File: src/rtl/rtx_pkg.sv
`timescale 1ns/1ps
package rtx_pkg;
    localparam int RES_W      = 24;
    localparam int FLAG_W     = 4;
    localparam int ADDR_W     = 3;
    localparam int STAT_W     = ADDR_W + FLAG_W + 1;
    localparam int WORD_W     = RES_W + STAT_W;
    localparam int BIT_W      = $clog2(WORD_W);
    localparam int CNT_W      = BIT_W + ADDR_W;
    localparam int LATCH_SPAN = 16;
    localparam int LATCH_W    = $clog2(LATCH_SPAN);

    typedef struct packed {
        logic dvalid;
        logic ovr;
        logic lpwr;
        logic filt_ok;
    } flags_t;

    typedef struct packed {
        logic [RES_W-1:0] res;
        flags_t           flags;
    } sample_t;

    typedef enum logic [1:0] {
        ST_IDLE  = 2'd0,
        ST_READY = 2'd1,
        ST_SEND  = 2'd2
    } seq_state_t;

    function automatic logic [WORD_W-1:0] build_word(input sample_t s,
                                                     input logic [ADDR_W-1:0] addr);
        return {s.res, addr, s.flags, 1'b0};
    endfunction
endpackage

File: src/rtl/rtx_load_buf.sv
`timescale 1ns/1ps
module rtx_load_buf
    import rtx_pkg::*;
(
    input  logic    clk,
    input  logic    rst,
    input  logic    load_i,
    input  sample_t sample_i,
    input  logic    take_i,
    output logic    next_vld_o,
    output sample_t next_o
);
    logic    pend_vld_q;
    sample_t pend_q;

    assign next_vld_o = load_i | pend_vld_q;
    assign next_o     = load_i ? sample_i : pend_q;

    always_ff @(posedge clk) begin
        if (rst) begin
            pend_vld_q <= 1'b0;
            pend_q     <= '0;
        end else if (take_i) begin
            pend_vld_q <= 1'b0;
        end else if (load_i) begin
            pend_vld_q <= 1'b1;
            pend_q     <= sample_i;
        end
    end


    hold_pending_chk: assert property (@(posedge clk) disable iff (rst)
        (load_i && !take_i) |=> pend_vld_q);


    pend_kept_chk: assert property (@(posedge clk) disable iff (rst)
        (pend_vld_q && !take_i && !load_i) |=> (pend_vld_q && $stable(pend_q)));
endmodule

File: src/rtl/rtx_slot_seq.sv
`timescale 1ns/1ps
module rtx_slot_seq
    import rtx_pkg::*;
(
    input  logic              clk,
    input  logic              rst,
    input  logic              next_vld_i,
    input  logic [ADDR_W-1:0] share_i,
    output logic              take_o,
    output logic              drdy_n_o,
    output logic              sending_o,
    output logic [CNT_W-1:0]  cnt_o
);
    seq_state_t        st_q;
    logic [CNT_W-1:0]  cnt_q;
    logic [ADDR_W-1:0] share_q;
    logic [CNT_W-1:0]  last;
    logic              at_end;

    assign last   = {share_q, {BIT_W{1'b1}}};
    assign at_end = (st_q == ST_SEND) && (cnt_q == last);
    assign take_o = next_vld_i && ((st_q == ST_IDLE) || at_end);

    always_ff @(posedge clk) begin
        if (rst) begin
            st_q    <= ST_IDLE;
            cnt_q   <= '0;
            share_q <= '0;
        end else if (take_o) begin
            st_q    <= ST_READY;
            share_q <= share_i;
            cnt_q   <= '0;
        end else begin
            case (st_q)
                ST_READY: begin
                    st_q  <= ST_SEND;
                    cnt_q <= '0;
                end
                ST_SEND: begin
                    if (at_end) st_q <= ST_IDLE;
                    else        cnt_q <= cnt_q + 1'b1;
                end
                default: st_q <= ST_IDLE;
            endcase
        end
    end

    assign drdy_n_o  = (st_q != ST_READY);
    assign sending_o = (st_q == ST_SEND);
    assign cnt_o     = cnt_q;


    drdy_single_chk: assert property (@(posedge clk) disable iff (rst)
        !drdy_n_o |=> drdy_n_o);


    ready_to_send_chk: assert property (@(posedge clk) disable iff (rst)
        (st_q == ST_READY) |=> (st_q == ST_SEND && cnt_q == '0));


    cnt_bound_chk: assert property (@(posedge clk) disable iff (rst)
        (st_q == ST_SEND) |-> (cnt_q <= last));


    share_stable_chk: assert property (@(posedge clk) disable iff (rst)
        (st_q == ST_SEND) |-> $stable(share_q));
endmodule

File: src/rtl/rtx_serializer.sv
`timescale 1ns/1ps
module rtx_serializer
    import rtx_pkg::*;
(
    input  logic              clk,
    input  logic              rst,
    input  logic              take_i,
    input  sample_t           sample_i,
    input  logic [ADDR_W-1:0] addr_i,
    input  logic              sending_i,
    input  logic [CNT_W-1:0]  cnt_i,
    input  logic              ser_en_n_i,
    output logic              sdo_o,
    output logic              sdo_oe_o,
    output logic              fsync_n_o,
    output logic              latch_o
);
    localparam logic [BIT_W-1:0] TOP_BIT = BIT_W'(WORD_W - 1);

    logic [WORD_W-1:0] word_q;
    logic [ADDR_W-1:0] addr_q;
    logic [BIT_W-1:0]  bit_idx;
    logic [BIT_W-1:0]  sel;
    logic              own;

    always_ff @(posedge clk) begin
        if (rst) begin
            word_q <= '0;
            addr_q <= '0;
        end else if (take_i) begin
            word_q <= build_word(sample_i, addr_i);
            addr_q <= addr_i;
        end
    end

    assign bit_idx   = cnt_i[BIT_W-1:0];
    assign sel       = TOP_BIT - bit_idx;
    assign own       = sending_i && (cnt_i[CNT_W-1:BIT_W] == addr_q);
    assign sdo_o     = own ? word_q[sel] : 1'b0;
    assign sdo_oe_o  = own && !ser_en_n_i;
    assign fsync_n_o = !own;
    assign latch_o   = own && (bit_idx[LATCH_W-1:0] == {LATCH_W{1'b1}});


    fsync_start_chk: assert property (@(posedge clk) disable iff (rst)
        $fell(fsync_n_o) |-> (cnt_i[BIT_W-1:0] == '0));


    latch_spaced_chk: assert property (@(posedge clk) disable iff (rst)
        latch_o |=> !latch_o);


    pad_zero_chk: assert property (@(posedge clk) disable iff (rst)
        (!fsync_n_o && cnt_i[BIT_W-1:0] == {BIT_W{1'b1}}) |-> !sdo_o);
endmodule

File: src/rtl/rtx_top.sv
`timescale 1ns/1ps
module rtx_top
    import rtx_pkg::*;
(
    input  logic              clk,
    input  logic              rst,
    input  logic [RES_W-1:0]  res_i,
    input  logic              res_load_i,
    input  logic              dvalid_i,
    input  logic              ovr_i,
    input  logic              lpwr_i,
    input  logic              filt_ok_i,
    input  logic [ADDR_W-1:0] dev_addr_i,
    input  logic [ADDR_W-1:0] share_i,
    input  logic              ser_en_n_i,
    output logic              ser_clk_o,
    output logic              drdy_n_o,
    output logic              sdo_o,
    output logic              sdo_oe_o,
    output logic              fsync_n_o,
    output logic              latch_o
);
    sample_t          in_sample;
    sample_t          next_sample;
    logic             next_vld;
    logic             take;
    logic             sending;
    logic [CNT_W-1:0] cnt;

    assign in_sample.res           = res_i;
    assign in_sample.flags.dvalid  = dvalid_i;
    assign in_sample.flags.ovr     = ovr_i;
    assign in_sample.flags.lpwr    = lpwr_i;
    assign in_sample.flags.filt_ok = filt_ok_i;

    assign ser_clk_o = clk;

    rtx_load_buf u_buf (
        .clk        (clk),
        .rst        (rst),
        .load_i     (res_load_i),
        .sample_i   (in_sample),
        .take_i     (take),
        .next_vld_o (next_vld),
        .next_o     (next_sample)
    );

    rtx_slot_seq u_seq (
        .clk        (clk),
        .rst        (rst),
        .next_vld_i (next_vld),
        .share_i    (share_i),
        .take_o     (take),
        .drdy_n_o   (drdy_n_o),
        .sending_o  (sending),
        .cnt_o      (cnt)
    );

    rtx_serializer u_ser (
        .clk        (clk),
        .rst        (rst),
        .take_i     (take),
        .sample_i   (next_sample),
        .addr_i     (dev_addr_i),
        .sending_i  (sending),
        .cnt_i      (cnt),
        .ser_en_n_i (ser_en_n_i),
        .sdo_o      (sdo_o),
        .sdo_oe_o   (sdo_oe_o),
        .fsync_n_o  (fsync_n_o),
        .latch_o    (latch_o)
    );


    fsync_no_drdy_chk: assert property (@(posedge clk) disable iff (rst)
        !drdy_n_o |-> fsync_n_o);


    drdy_after_load_chk: assert property (@(posedge clk) disable iff (rst)
        $fell(drdy_n_o) |-> $past(next_vld));
endmodule

File: config.mk
export PLATFORM = sky130hd
export DESIGN_NAME = rtx_top
export DESIGN_NICKNAME = d
export VERILOG_FILES = /design/src/rtl/rtx_pkg.sv /design/src/rtl/rtx_load_buf.sv /design/src/rtl/rtx_slot_seq.sv /design/src/rtl/rtx_serializer.sv /design/src/rtl/rtx_top.sv
export SDC_FILE = /design/constraint.sdc
export NUM_CORES = 1
export LEC_CHECK = 0
export ABC_AREA = 1
export BUFFER_PORTS_ARGS = -buffer_cell sky130_fd_sc_hd__buf_2
export CAP_MARGIN = 10
export CORE_ASPECT_RATIO = 1.4
export CORE_MARGIN = 4
export CORE_UTILIZATION = 40
export DETAILED_ROUTE_END_ITERATION = 12
export SYNTH_ARGS = -nofsm -noshare
export SYNTH_HDL_FRONTEND = slang
export SYNTH_SLANG_ARGS = --single-unit
File: constraint.sdc
create_clock -name clk -period 3 [get_ports clk]
set_input_delay 0 -clock clk [delete_from_list [all_inputs] [get_ports clk]]
set_output_delay 0 -clock clk [all_outputs]
set_load 0.05 [all_outputs]
Word-level counts from Yosys, hierarchy flattened --
Index checks and enable logic that the tools add are counted.
Storage, ports and cells: memories 0, word-level logic and storage cells 46, output and inout bits 6, bits of input ports 38, memory bits (writable) 0, bits in read-only memories 0, flip-flop bits (word level) 76, bits in latches 0
Cells by class: shift operators 0, multiply operators 0, equality and inequality tests 9, multiplexer cells 9, bitwise operators 1, divide/modulo/power cells 0, $lt $le $gt $ge 1, reductions and logical operators 12, add/subtract/negate cells 2
Operators with widths (number):
- $mux 28 | 1
- $pmux 8 s2 | 1
- $add 8x1->8 const B | 1
- $eq 8x8->1 | 1
- $mux 8 | 1
- $lt 5x6->1 const B | 1
- $bmux 1 s5 | 1
- $logic_and 1x1->1 | 5
- $sub 5x5->5 const A | 1
- $eq 4x4->1 const B | 1
- $ne 2x2->1 const B | 2
- $pmux 2 s2 | 1
- $eq 3x3->1 | 1
- $mux 1 | 3
- $ne 3x3->1 const B | 1
- $eq 2x1->1 const B | 1
- $eq 2x2->1 const B | 1
- $logic_not 1->1 | 2
- $logic_not 2->1 | 1
- $mux 2 | 1
- $ne 2x1->1 const B | 1
- $reduce_and 2->1 | 1
- $reduce_bool 2->1 | 1
- $reduce_or 2->1 | 1
- 2 further kinds | 2

Longest topological paths before layout --
Gate-level depths: netlist of run 1.
depth after elaboration 5, depth in mapped cells 11, gate-level depth less buffers 11

Cells and area by module --
A second synthesis of run 1 with hierarchy kept.
Unflattened totals: cell total of the unflattened synthesis 607, area, all modules 3882.5 µm²
By module, submodules not included:
- rtx_load_buf | times used 1, area an instance 1595.3 µm², cells an instance 271
- rtx_serializer | times used 1, area an instance 1487.7 µm², cells an instance 230
- rtx_slot_seq | times used 1, area an instance 792.0 µm², cells an instance 105
- rtx_top | times used 1, area an instance 7.5 µm², cells an instance 1

==> flow_summary.json, run 1 <==
{
  "hp-start": "res_i[17]",
  "cp.arrival_ps": 3010,
  "die_x_um": 90.1,
  "rsz0062_at_grt": "no",
  "dr.pass1.iters": 5,
  "maxCapViolations": 0,
  "synthMuxAreaShare": 0,
  "synthSimpleGateAreaFrac": 0.342,
  "grt.total_usage": 0.174,
  "r2r_slack_ps": 320,
  "final_max_slew_viol_count": 0,
  "min_period_over_period": 0.893,
  "cp.required_ps": 3330,
  "seqPwrFrac": 0.390,
  "min_path_cells": 5,
  "synth_cell_types": 28,
  "avgSynthCellArea_um2": 7.10,
  "diodes": 0,
  "p_leak_nw": 2.05,
  "grt_max_degree": 82,
  "switchingPower_mw": 0.732,
  "cts_tree": "yes",
  "cts_setup_buffers": 0,
  "skew_ps": 9.06,
  "path_class": "flip-flop to flip-flop",
  "crit_path_end_kind": "flip-flop",
  "swShare": 0.268,
  "synth.ff_latch_count": 73,
  "start_util": 0.414,
  "path_clk_slew_ps": 60,
  "synth_xor_xnor_area_share": 0.00696,
  "finalSetupViolCount": 0,
  "synthAdderAreaFrac": 0.00331,
  "area_growth_pct": 23.4,
  "synth_compound_area_frac": 0.133,
  "viasPerCell": 5.08,
  "met2_wirelength_um": 4550,
  "startpoint": "u_seq.cnt_o[1]$_SDFFE_PP0P_",
  "ir_drop_mv": 0.613,
  "finalCriticalPeriod_ps": 2680,
  "worst_pin_slew_ps": 788,
  "hold_path.class": "input pin to flip-flop",
  "wl_met1_um": 4120,
  "cp_max_fo": 64,
  "core-area_um2": 9130,
  "syn-cell-area_um2": 3780,
  "status": "finished, final reports clean",
  "grt_first_pass_wirelength_um": 15700,
  "drive_gt1_frac": 0.183,
  "p_int_mw": 2.00,
  "antenna_found_initial": 0,
  "min_to": "u_buf.pend_q[21]$_SDFFE_PP0N_",
  "die_h_um": 123,
  "routed_wl_um": 9080,
  "fmax_mhz": 373,
  "synth_fp_nets": 571,
  "fin_cells": 703,
  "clockPowerShare": 0.476,
  "pwr_density_cell_nw_per_um2": 586,
  "ys_seq_area_frac": 0.387,
  "wl_per_cell_um": 12.9,
  "rows": 41,
  "r2r_start": "u_seq.cnt_o[1]$_SDFFE_PP0P_",
  "reg2reg_to": "u_seq.share_q[2]$_SDFFE_PP0P_",
  "remaining_drc_errors": 0,
  "dp_hpwl_um": 5910,
  "ant_nets": 0,
  "start_kind": "flip-flop",
  "place.gp.congestion": 0.865,
  "nets": 632,
  "vias": 3572,
  "worst-r2r-cell-count": 9,
  "route.met3.wl_um": 202,
  "drt_first_iter_violations": 182,
  "dp.cells": 649,
  "tns_ps": 0,
  "grt_overflow": 0,
  "synth_top_family_by_area": "simple AND/OR/NAND/NOR gates",
  "portBuffers": 43,
  "die_area_um2": 11100,
  "io_pins": 44,
  "top_layer_used": "met4",
  "yosys_warnings": 0,
  "grt_pass1_vias": 3445,
  "hold_viol": 0,
  "slew_headroom": 0.474,
  "clock_latency_ps": 440,
  "syn_inst": 532,
  "p_comb_frac": 0.134
}
==> through the flow <==
step / hold WS (ps) / area (um2) / power, mW / util / setup WS, ps
6_report: 10.3 / 4660 / 2.73 / 0.511 / 321
5_1_grt: 32.9 / 4660 / 2.85 / 0.511 / 85.6
4_1_cts: 14.4 / 4660 / 2.76 / 0.511 / 324
3_5_place_dp: 233 / 3930 / 1.48 / 0.431 / 725
3_3_place_gp: 233 / 3930 / 1.47 / 0.431 / 799
2_1_floorplan: 136 / 3780 / 1.42 / - / 1110
==> logic make-up after synthesis <==
kind of cell,Yosys count
buffers and inverters,103
adder cells (fa/ha/maj),1
AND/OR/NAND/NOR,273
flip-flops,73
AO/OA/AOI/OAI,79
XOR/XNOR,3
==> cell usage in the layout, fill, tap and decap left out <==
cell,count
nand3_4,2
nor2_4,1
nand2_2,3
o21ai_2,29
buf_4,6
nor2_1,22
clkbuf_16,12
nand3b_1,1
buf_2,43
nand4_1,37
nor2_2,1
o21ai_1,2
o21ai_0,37
nand2_4,2
nand3_1,82
or2_2,3
dfxtp_1,73
dlygate4sd3_1,37
clkinv_2,3
xor2_1,2
inv_2,2
a21oi_1,11
inv_1,62
ha_1,1
xnor2_1,1
clkbuf_8,1
nor4_1,1
bufinv_16,1
nand2_1,118
==> layer usage <==
metal	vias to the layer above	track usage
met2	51	0.295
met3	11	0.0304
met5	-	0
met4	0	0.108
li1	1872	-
met1	1638	0.206
==> power by group through the flow <==
stage                     Clock [mW]  Combinational (mW)  Sequential [mW]
after global placement        0.0636               0.324             1.09
after global routing            1.36               0.413             1.07
after CTS                       1.32               0.369             1.07
after detailed placement      0.0636               0.330             1.09
final                           1.30               0.366             1.07
after floorplan               0.0719               0.274             1.08
==> final cells by class <==
class                   instances  area [um2]
well taps                     107         134
fillers                       926        4470
inverters                      64         240
multi-input cells             356        1840
repair buffers                 85         626
clock buffers                  14         319
clock inverters                 4        45.0
flip-flops and latches         73        1460
==> state kept, by name (all words and copies together) (netlist names) <==
signal / cells
u_ser.word_q: 29
u_buf.pend_q: 28
u_seq.cnt_o: 8
u_seq.share_q: 3
u_seq.st_q: 2
u_ser.addr_q: 2
u_buf.pend_vld_q: 1
==> timing repair <==
| action | in CTS | in global routing |
|---|---|---|
| hold endpoints to repair | 56 | 0 |
| gates resized for setup | 0 | 0 |
| hold buffers | 37 | 0 |
==> worst max path at each step <==
stage / depth (start not counted) / to / slack, ps
floorplan: 5 / latch_o / 1110
CTS: 9 / u_ser.word_q[7]$_SDFFE_PP0P_ / 320
finish: 9 / u_seq.share_q[2]$_SDFFE_PP0P_ / 320
global route: 9 / u_seq.share_q[0]$_SDFFE_PP0P_ / 90
detailed placement: 8 / u_seq.cnt_o[5]$_SDFFE_PP0P_ / 730
global placement: 8 / u_seq.cnt_o[0]$_SDFFE_PP0P_ / 800
==> cells in the mapped netlist <==
cell	number	area, um2
buf_4	3	22.5
o21ai_0	37	185
xnor2_1	1	8.76
xor2_1	2	17.5
dfxtp_1	73	1460
clkbuf_1	17	63.8
nand3b_1	1	7.51
nand4_1	37	231
o21ai_1	2	10.0
o21ai_2	29	254
buf_6	10	113
buf_2	4	20.0
a21oi_1	11	55.1
nor2_2	1	6.26
nor4_1	1	6.26
nand3_1	82	410
nand2_2	3	18.8
nor2_1	22	82.6
buf_1	4	15.0
nand2_4	2	22.5
nand2_1	118	443
nand3_4	2	35.0
inv_1	63	236
nor2_4	1	11.3
or2_2	3	18.8
inv_2	1	3.75
ha_1	1	12.5
clkbuf_2	1	5.00
==> worst max-delay path, stage by stage, from the launching register on <==
cell and delay, ps:
dfxtp_1 490, ha_1 300, nand2_2 110, nor2_4 120, nand3_4 140, nand2_4 170, nand2_4 380, nand3_1 220
o21ai_2 60, dlygate4sd3_1 560
(Power assumes the default switching activity.)
==> run 2, diff against run 1 <==
- PLACE_DENSITY: unset -> 0.7
==> run 2 against run 1 <==
- setup slack improved by 230 ps
- count of clock-buffer cells in the layout rose by 1
- cell count rose by 0.14%
- largest cell class unchanged
- routed wire length rose by 1.3%
- clock power rose by 11%
- maximum frequency rose by 9.4%
==> flow_summary.json, run 2 (synthesis results as in run 1) <==
{
  "path_clk_slew_ps": 60,
  "fmax_mhz": 408,
  "crit_chain": "ha_1, nand2_2, nor2_4, nand3_4, nand2_4, nand2_4, buf_4, nand3_1, o21ai_2",
  "r2r_slack_ps": 550,
  "finalCriticalPeriod_ps": 2450,
  "cp.required_ps": 3320,
  "cts_tree": "yes",
  "vias": 3666,
  "grt_pass1_vias": 3396,
  "setup_ws_ps": 550,
  "grt.total_usage": 0.172,
  "viasPerCell": 5.21,
  "slew_headroom": 0.586,
  "final_max_slew_viol_count": 0,
  "placed_area_um2": 3940,
  "dp.cells": 650,
  "cp.arrival_ps": 2770,
  "largest_register": "u_ser.word_q",
  "drive_gt1_frac": 0.188,
  "die_x_um": 90.1,
  "critPathTopFamily": "simple AND/OR/NAND/NOR gates",
  "final_common_cell": "nand2_1",
  "startpoint": "u_seq.cnt_o[0]$_SDFFE_PP0P_",
  "wl_per_cell_um": 13.1,
  "clock_latency_ps": 450,
  "p_comb_frac": 0.127,
  "rsz0062_at_grt": "no",
  "crit_buf_inv": 1,
  "rows": 41,
  "drt_first_iter_violations": 247,
  "hp-start": "rst",
  "place.gp.congestion": 0.904,
  "r2r_start": "u_seq.cnt_o[0]$_SDFFE_PP0P_",
  "reg2reg_to": "u_buf.pend_q[2]$_SDFFE_PP0N_",
  "io_pins": 44,
  "tns_ps": 0,
  "grt_max_degree": 57,
  "seqPwrFrac": 0.373,
  "finalSetupViolCount": 0,
  "cp_slowest_stage_delay_ps": 640,
  "ant_nets": 0,
  "grt_overflow": 0,
  "crit_path_end_kind": "flip-flop",
  "path_depth": 9,
  "dr.pass1.iters": 5,
  "mostFrequentLayoutCells": "nand2_1, nand3_1, dfxtp_1",
  "remaining_drc_errors": 0,
  "diodes": 0,
  "fin_total_pwr_mw": 2.87,
  "clockPowerShare": 0.500,
  "path_class": "flip-flop to flip-flop",
  "grt_first_pass_wirelength_um": 15600,
  "fin_cells": 704,
  "status": "finished, final reports clean",
  "min_period_over_period": 0.817,
  "start_util": 0.414,
  "largest_reg_flops": 29,
  "worst-r2r-cell-count": 9,
  "hold_path.class": "input pin to flip-flop",
  "die_h_um": 123,
  "cp_max_fo": 37,
  "final_area_um2": 4700,
  "hold_viol": 0,
  "critPathCapture": "u_buf.pend_q[2]$_SDFFE_PP0N_",
  "crit_top_cell": "nand2_4",
  "routed_wl_um": 9200,
  "switchingPower_mw": 0.754,
  "worst_pin_slew_ps": 620,
  "core-area_um2": 9130,
  "start_kind": "flip-flop",
  "ir_drop_mv": 0.626,
  "swShare": 0.263,
  "dp_hpwl_um": 6080,
  "p_leak_nw": 2.06,
  "portBuffers": 43,
  "post-place-ws_ps": 570,
  "maxCapViolations": 0,
  "skew_ps": 9.81,
  "slowest_stage": "dfxtp_1",
  "p_int_mw": 2.12,
  "die_area_um2": 11100,
  "pwr_density_cell_nw_per_um2": 612,
  "nets": 631,
  "antenna_found_initial": 0,
  "cts_setup_buffers": 0,
  "area_growth_pct": 24.3
}
==> run 2: changes by cell type in the layout (fill, tap and decap cells not counted) <==
cell           previous run  this run
clkinvlp_4                0         1
clkinv_2                  3         2
clkbuf_8                  1         2
dlygate4sd3_1            37        35
bufinv_16                 1         2
buf_4                     6         7
==> run 2: worst min path at each step <==
| stage | to | slack, ps | cells past startpoint |
|---|---|---|---|
| final | u_ser.word_q[17]$_SDFFE_PP0P_ | 150 | 4 |
| after global routing | u_ser.word_q[14]$_SDFFE_PP0P_ | 190 | 4 |
| after CTS | u_ser.word_q[2]$_SDFFE_PP0P_ | 130 | 4 |
| after detailed placement | ser_clk_o | 230 | 1 |
| after global placement | ser_clk_o | 230 | 1 |
| after floorplan | u_seq.share_q[1]$_SDFFE_PP0P_ | 140 | 2 |
==> run 2: per-layer routing <==
| layer | track usage | up-vias | share of wire |
|---|---|---|---|
| li1 | - | 1876 | - |
| met3 | 0.0341 | 20 | 0.032 |
| met5 | 0 | - | 0 |
| met1 | 0.198 | 1701 | 0.43 |
| met2 | 0.306 | 69 | 0.51 |
| met4 | 0.0824 | 0 | 0.025 |
==> run 2: cell type report <==
cell class                      instances  area [um2]
Clock buffer                           15         333
Sequential cell                        73        1460
Clock inverter                          5        77.6
Fill cell                             851        4440
Multi-Input combinational cell        356        1840
Timing Repair Buffer                   84         613
Inverter                               64         240
Tap cell                              107         134
==> run 2: per-stage QoR <==
stage                     utilization  hold WS (ps)
after floorplan                     -           136
after global placement          0.431           233
after detailed placement        0.431           233
after CTS                       0.514           132
after global routing            0.514           191
final                           0.514           147
==> run 2: timing repair <==
action | CTS | global route
resized for setup | 0 | 0
hold buffers | 35 | 0
hold endpoints to repair | 61 | 0
==> run 2: power by group through the flow <==
stage	sequential (mW)	combinational [mW]	clock, mW
2_1_floorplan	1.08	0.274	0.0719
3_3_place_gp	1.09	0.320	0.0636
3_5_place_dp	1.09	0.328	0.0636
4_1_cts	1.07	0.364	1.45
5_1_grt	1.08	0.411	1.50
6_report	1.07	0.365	1.44
==> run 2: worst min-delay path, cell delays in order <==
cell	delay [ps]
buf_2	90
inv_2	220
nand3_1	170
nand2_1	40
==> run 3, diff against run 2 <==
- PLACE_DENSITY: 0.7 -> 0.72
- clock period: 3 -> 2.1 ns (I/O delays scaled with it)
==> run 3 against run 2 <==
- cell count up 0.85%
- worst hold slack worse by 140 ps
- count of clock-buffer cells in the layout up 1
- final area up 1.7%
- non-clock buffer count up 8
- routed wire length up 3.6%
- global-route usage up 0.87 points
- critical path depth up 2
- power up 31%
- critical endpoint is now sdo_o
- highest routed layer unchanged
==> flow_summary.json, run 3 (synthesis results as in run 1) <==
{
  "multi_input_area_um2": 1850,
  "status": "finished, final reports clean",
  "portBuffers": 43,
  "remaining_drc_errors": 0,
  "grt_overflow": 0,
  "hold_viol": 0,
  "setup_ws_ps": 47.8,
  "slew_headroom": 0.700,
  "fin_util": 0.523,
  "drive_gt1_frac": 0.207,
  "die_area_um2": 11100,
  "path_clk_slew_ps": 50,
  "nets": 640,
  "crit_top_cell": "nor2_1",
  "fillers": 857,
  "mostFrequentLayoutCells": "nand2_1, nand3_1, dfxtp_1",
  "area_growth_pct": 26.4,
  "p_leak_nw": 2.08,
  "cp.required_ps": 2100,
  "grt.total_usage": 0.180,
  "dp.cells": 656,
  "drt_first_iter_violations": 215,
  "start_util": 0.414,
  "grt_pass1_vias": 3519,
  "slowest_stage": "dfxtp_1",
  "dp_hpwl_um": 6250,
  "fin_total_pwr_mw": 3.77,
  "path_class": "flip-flop to output pin",
  "min_period_over_period": 0.977,
  "place.gp.congestion": 0.877,
  "critPathTopFamily": "buffers and inverters",
  "crit_path_end_kind": "output pin",
  "wl_per_cell_um": 13.4,
  "tns_ps": 0,
  "cts_tree": "yes",
  "largest_reg_flops": 29,
  "die_x_um": 90.1,
  "final_common_cell": "nand2_1",
  "io_pins": 44,
  "pwr_density_cell_nw_per_um2": 790,
  "post-place-ws_ps": 305,
  "grt_max_degree": 74,
  "rows": 41,
  "viasPerCell": 5.28,
  "antenna_found_initial": 0,
  "skew_ps": 6.36,
  "vias": 3750,
  "diodes": 0,
  "crit_buf_inv": 5,
  "ant_nets": 0,
  "clock_latency_ps": 440,
  "die_h_um": 123,
  "routed_wl_um": 9530,
  "worst_pin_slew_ps": 450,
  "core-area_um2": 9130,
  "cp.arrival_ps": 2050,
  "finalSetupViolCount": 0,
  "final_max_slew_viol_count": 0,
  "fin_cells": 710,
  "largest_register": "u_ser.word_q",
  "fmax_mhz": 487,
  "maxCapViolations": 0,
  "start_kind": "flip-flop",
  "dr.pass1.iters": 5,
  "cp_max_fo": 8,
  "ir_drop_mv": 0.764,
  "crit_chain": "buf_6, clkinvlp_4, buf_12, buf_4, o21ai_0, nor2_1, nor2_1, nor2_1, nor2_1, nor2_2, buf_6",
  "hold_path.class": "input pin to flip-flop",
  "cp_slowest_stage_delay_ps": 360,
  "register_area_um2": 1460,
  "finalCriticalPeriod_ps": 2050,
  "grt_first_pass_wirelength_um": 16200
}
[run 3: worst paths after layout]
check | from | to | slack, ps | cells past startpoint
worst max register to register | u_seq.cnt_o[1]$_SDFFE_PP0P_ | u_buf.pend_q[2]$_SDFFE_PP0N_ | 230 | 9
worst min register to register | u_ser.word_q[18]$_SDFFE_PP0P_ | u_ser.word_q[18]$_SDFFE_PP0P_ | 460 | 2
worst min-delay path | res_i[17] | u_buf.pend_q[21]$_SDFFE_PP0N_ | 8 | 5
worst max-delay path | u_seq.cnt_o[1]$_SDFFE_PP0P_ | sdo_o | 50 | 11
[run 3: worst register-to-register path, delay by kind of cell (launching register included)]
kind	cells	cell delay (ps)
AND/OR/NAND/NOR	6	820
flip-flops	1	360
adder cells (fa/ha/maj)	1	270
buffers and inverters	1	260
AO/OA/AOI/OAI	1	60
[run 3: layout make-up]
type	instances	share of cell area
clock inverter	1	0.00105
clock buffer	16	0.0684
tap	107	0.0280
timing repair buffer	92	0.155
inverter	64	0.0519
timing repair inverter	1	0.00157
sequential	73	0.306
multi-input combinational	356	0.388
[run 3: report_power, final]
group / leakage [nW] / internal [mW] / switching (mW) / total (mW)
logic: 1.32 / 0.206 / 0.341 / 0.547
registers: 0.597 / 1.48 / 0.0462 / 1.53
clock network: 0.165 / 1.06 / 0.632 / 1.70
total: 2.08 / 2.75 / 1.02 / 3.77
[run 3: what timing repair did]
action,4_1_cts,5_1_grt
endpoints found under the hold margin,53,0
resized for setup,6,9
gates cloned,1,0
hold buffers,32,0
pin swaps,0,1
setup buffers,1,4
endpoints found under the setup margin,1,3
[run 3: per-layer routing]
| layer | track usage | vias to the layer above | part of all wire |
|---|---|---|---|
| li1 | - | 1897 | - |
| met1 | 0.208 | 1727 | 0.41 |
| met2 | 0.315 | 105 | 0.52 |
| met3 | 0.0274 | 21 | 0.036 |
| met4 | 0.111 | 0 | 0.033 |
| met5 | 0 | - | 0 |
[run 3: metrics by stage]
step	hold WS [ps]	cell area, um2
after floorplan	136	3780
after global placement	233	4020
after detailed placement	233	4020
after CTS	0.647	4700
after global routing	35.4	4770
final	7.73	4770
